### src/rtl/win_decode.sv
module win_decode #(
  parameter int ADDR_W    = 64,
  parameter int WIN_BITS  = 20,
  parameter int CFG_AW    = 8,
  parameter logic [7:0] LO_OFS = 8'h10,
  parameter logic [7:0] UP_OFS = 8'h14
) (
  input  logic              clk,
  input  logic              rst_n,
  input  logic              strap_en_i,
  input  logic              cfg_wr_i,
  input  logic [CFG_AW-1:0] cfg_addr_i,
  input  logic [31:0]       cfg_wdata_i,
  input  logic [3:0]        cfg_be_i,
  output logic [31:0]       cfg_rdata_o,
  input  logic              pri_valid_i,
  input  logic [ADDR_W-1:0] pri_addr_i,
  output logic              pri_claim_o,
  input  logic              sec_valid_i,
  input  logic [ADDR_W-1:0] sec_addr_i,
  output logic              sec_ignore_o
);
  localparam int LO_W = 32 - WIN_BITS;
  localparam int HI_W = ADDR_W - 32;
  localparam int CMP_W = ADDR_W - WIN_BITS;

  logic              captured, strap_q;
  logic [HI_W-1:0]   up_q;
  logic [LO_W-1:0]   lo_q;
  logic [31:0]       be_mask, lo_full, lo_next, up_next;
  logic [CMP_W-1:0]  base_cmp;
  logic              wr_up, wr_lo;

  for (genvar i = 0; i < 4; i++) begin : g_mask
    assign be_mask[8*i +: 8] = {8{cfg_be_i[i]}};
  end

  always_ff @(posedge clk or negedge rst_n) begin
    if (!rst_n) begin
      captured <= 1'b0;
      strap_q  <= 1'b0;
    end else if (!captured) begin
      captured <= 1'b1;
      strap_q  <= strap_en_i;
    end
  end

  assign wr_up   = cfg_wr_i && strap_q && (cfg_addr_i == UP_OFS);
  assign wr_lo   = cfg_wr_i && strap_q && (cfg_addr_i == LO_OFS);
  assign lo_full = {lo_q, {WIN_BITS{1'b0}}};
  assign lo_next = (lo_full & ~be_mask) | (cfg_wdata_i & be_mask);
  assign up_next = (up_q & ~be_mask) | (cfg_wdata_i & be_mask);

  always_ff @(posedge clk or negedge rst_n) begin
    if (!rst_n) begin
      up_q <= '0;
      lo_q <= '0;
    end else begin
      if (wr_up) up_q <= up_next;
      if (wr_lo) lo_q <= lo_next[31:WIN_BITS];
    end
  end

  always_comb begin
    cfg_rdata_o = '0;
    if (strap_q) begin
      if (cfg_addr_i == UP_OFS) cfg_rdata_o = up_q;
      else if (cfg_addr_i == LO_OFS) cfg_rdata_o = lo_full;
    end
  end

  assign base_cmp     = {up_q, lo_q};
  assign pri_claim_o  = strap_q && pri_valid_i && (pri_addr_i[ADDR_W-1:WIN_BITS] == base_cmp);
  assign sec_ignore_o = strap_q && sec_valid_i && (sec_addr_i[ADDR_W-1:WIN_BITS] == base_cmp);

  a_r5_off_no_claim: assert property (@(posedge clk) disable iff (!rst_n)
    !strap_q |-> (!pri_claim_o && !sec_ignore_o));
  a_r5_off_reads_zero: assert property (@(posedge clk) disable iff (!rst_n)
    (!strap_q && cfg_addr_i == UP_OFS) |-> (cfg_rdata_o == 32'h0));
  a_r3_low_field_zero: assert property (@(posedge clk) disable iff (!rst_n)
    (cfg_addr_i == LO_OFS) |-> (cfg_rdata_o[WIN_BITS-1:0] == '0));
  a_r7_claim_needs_valid: assert property (@(posedge clk) disable iff (!rst_n)
    pri_claim_o |-> pri_valid_i);
  a_r8_ignore_needs_valid: assert property (@(posedge clk) disable iff (!rst_n)
    sec_ignore_o |-> sec_valid_i);
  a_r2_full_write: assert property (@(posedge clk) disable iff (!rst_n)
    (cfg_wr_i && strap_q && cfg_addr_i == UP_OFS && cfg_be_i == 4'hF) |=> (up_q == $past(cfg_wdata_i)));
  a_r9_strap_held: assert property (@(posedge clk) disable iff (!rst_n)
    (captured && $past(captured)) |-> $stable(strap_q));
endmodule

### config.mk
export PLATFORM = sky130hd
export DESIGN_NAME = win_decode
export DESIGN_NICKNAME = d
export VERILOG_FILES = /design/src/rtl/win_decode.sv
export SDC_FILE = /design/constraint.sdc
export NUM_CORES = 1
export LEC_CHECK = 0
export BUFFER_PORTS_ARGS = -buffer_cell sky130_fd_sc_hd__buf_2
export CORE_UTILIZATION = 35
export DETAILED_ROUTE_END_ITERATION = 10
export PLACE_DENSITY = 0.67
export REMOVE_ABC_BUFFERS = 1
export SETUP_SLACK_MARGIN = 0.4
export SKIP_CTS_REPAIR_TIMING = 1
export SLEW_MARGIN = 20
export SYNTH_ARGS = -nofsm -noshare
export SYNTH_HDL_FRONTEND = slang
export SYNTH_SLANG_ARGS = --single-unit
### constraint.sdc
create_clock -name clk -period 5 [get_ports clk]
set_input_delay 0.25 -clock clk [delete_from_list [all_inputs] [get_ports clk]]
set_output_delay 0.25 -clock clk [all_outputs]
set_load 0.01 [all_outputs]
==> out/metrics.csv <==
metric,value,unit
critical path required time,4750,ps
wire per inst,17.5,um
share of cells above drive strength 1,52.6,%
Num CTS Buffers,5,
largest net degree at the start of global routing,47,
drt first pass iters,4,
maximum root-to-sink buffer count,2,
CORE AREA,8300,um^2
crit path kind,reg -> out,
CTS tree,built,
clk_skew,3.43,ps
min Tclk post-route,2470,ps
kind of start point of the critical path,flip-flop,
Post-Synthesis Cells,264,
number of global-route vias before repair,2629,
crit share post-route,49.4,%
io pins,212,
DR vias/cell,4.88,
crit path DAT,2220,ps
critical path peak fanout,4,
Filler cells,794,
# DRC,0,
detailed-route via count,2656,
Starting DRT DRC Count,25,
cell at the slowest stage of the critical path,or4_1,
"commonest non-fill, non-tap cells in the layout","buf_2 (170), xor2_1 (75), dfrtp_1 (46), mux2_2 (43), and2_1 (20)",
hold depth,2,
Crit. End Element,output pin,
Cell Rows,33,
Routed WL,9500,um
max cap viols,0,
Final nets,616,
Die ar.,9020,um^2
setup violators final,0,
final core occ,49.7,%
CTS root buf,clkbuf_8,
post-route insts no fill,544,
antenna cells,0,
Worst Reg-to-Reg Cells,5,
Synth cell types,25,
maximum vdd drop,0.000106,V
Slew @ Worst Pin,614,ps
outcome,completed,
Detail Placement HPWL,7720,um
sequential fraction of the synthesis area,38.0,%
Syn. warnings,0,
Die Wd,95.0,um
max_slew headroom,59.1,%
"most common cell after layout, fill and taps aside",buf_2,
cell area after synthesis,3030,um^2
die height,95.0,um
Final Hold Viols,0,
GRT Util Overall,21.2,%
Placed Cells,535,
Final GP Congestion,0.792,
Final ANT Viol Nets,0,
PwrDens,192,nW/um^2
crit path cell chain,xor2_1 > a211o_1 > or4_1 > nor4_1 > buf_2,
Max Clk Rate,0.405,GHz
I/O Buffers,171,
Initial Util,36.5,%
Lkg Pwr,2.35,nW
first-pass GRT wire length,13800,um
initial antenna violation count,0,
clock net sink count,46,
grt ovf,0,
Clock Pin Slew Worst Setup and Hold Paths,90,ps
Crit path largest cell delay,530,ps
Setup TNS Final,0,ps
Worst Hold Class,in -> reg,
Yosys reg bits,46,
# H-tree levels,2,
Area Growth Syn to Fin,36.2,%
syn_area_per_cell,11.5,um^2
clock latency on the worst-skew pair,300,ps
unrepaired setup endpoints after global routing,no,
Final Max Tran Viols,0,
-- cell families after synthesis --
family | count (synthesis) | share of synthesized area [%]
multiplexers | 45 | 16.7
flip-flops | 46 | 38.0
other | 1 | 0.124
AND/OR/NAND/NOR | 62 | 14.8
XOR/XNOR | 87 | 25.2
buffers and inverters | 9 | 1.20
AO/OA/AOI/OAI | 14 | 3.93
-- worst paths after layout --
| check | from | end | slack, ps |
|---|---|---|---|
| hold / removal | cfg_wdata_i[1] | flip-flop | 150 |
| min in group asynchronous | rst_n | asynchronous set/reset pin | 490 |
| hold reg to reg | captured | strap_q | 510 |
| setup / recovery | flip-flop | sec_ignore_o | 2530 |
| max in group asynchronous | rst_n | asynchronous set/reset pin | 4090 |
| setup reg to reg | strap_q | flip-flop | 2980 |
-- power breakdown --
group          switching, mW  internal, mW
logic                 0.0562        0.0662
clock network          0.133         0.147
registers            0.00944         0.378
-- per-stage QoR --
| step | hold slack, ps | worst slack, ps | area (um^2) | total power [mW] |
|---|---|---|---|---|
| after floorplan | -45.6 | 2740 | 3000 | 0.434 |
| after global routing | 165 | 2400 | 4120 | 0.821 |
| after detailed placement | 470 | 2660 | 4000 | 0.519 |
| after CTS | 148 | 2490 | 4110 | 0.798 |
| after global placement | 474 | 2720 | 4000 | 0.516 |
| final | 155 | 2530 | 4120 | 0.790 |
-- synthesized netlist by cell type --
cell,count,area share (%)
or4_4,1,0.37
buf_1,1,0.12
and2_1,20,4.1
mux2_2,43,16
nor3_1,2,0.33
nand2_1,3,0.37
conb_1,1,0.12
and3_1,2,0.41
xor2_1,75,22
a22o_1,12,3.5
a211o_1,1,0.29
nand3_4,4,2.3
inv_1,2,0.25
nor4_1,19,3.9
xnor2_1,12,3.5
nand4_1,7,1.4
nor3_2,1,0.33
clkbuf_1,4,0.50
buf_2,2,0.33
mux2_1,2,0.74
dfrtp_1,46,38
o21ai_0,1,0.17
or4_1,1,0.25
nand4bb_1,1,0.37
nor3_4,1,0.54
-- layout make-up --
type | instances | area (um^2) | share of cell area [%]
clock buffer | 5 | 68.8 | 1.67
timing repair buffer | 174 | 883 | 21.4
multi-input combinational | 209 | 1840 | 44.6
tap | 105 | 131 | 3.19
inverter | 2 | 7.51 | 0.182
sequential | 46 | 1150 | 27.9
clock inverter | 3 | 40.0 | 0.971
-- critical path: cells and delay by family, from the launching register on --
family          cells  cell delay [ps]
flops               1              430
buf+inv             1              210
simple gates        2              890
xor+xnor            1              180
compound gates      1              220
-- routing by layer --
metal | GRT usage (%) | vias up | share of wire, %
met5 | 0 | - | 0
met4 | 4.42 | 0 | 0.99
met3 | 4.75 | 9 | 7.2
met2 | 37.8 | 114 | 49
met1 | 26.1 | 1249 | 43
li1 | - | 1284 | -
Note: power is estimated with default switching activity, not from simulation.
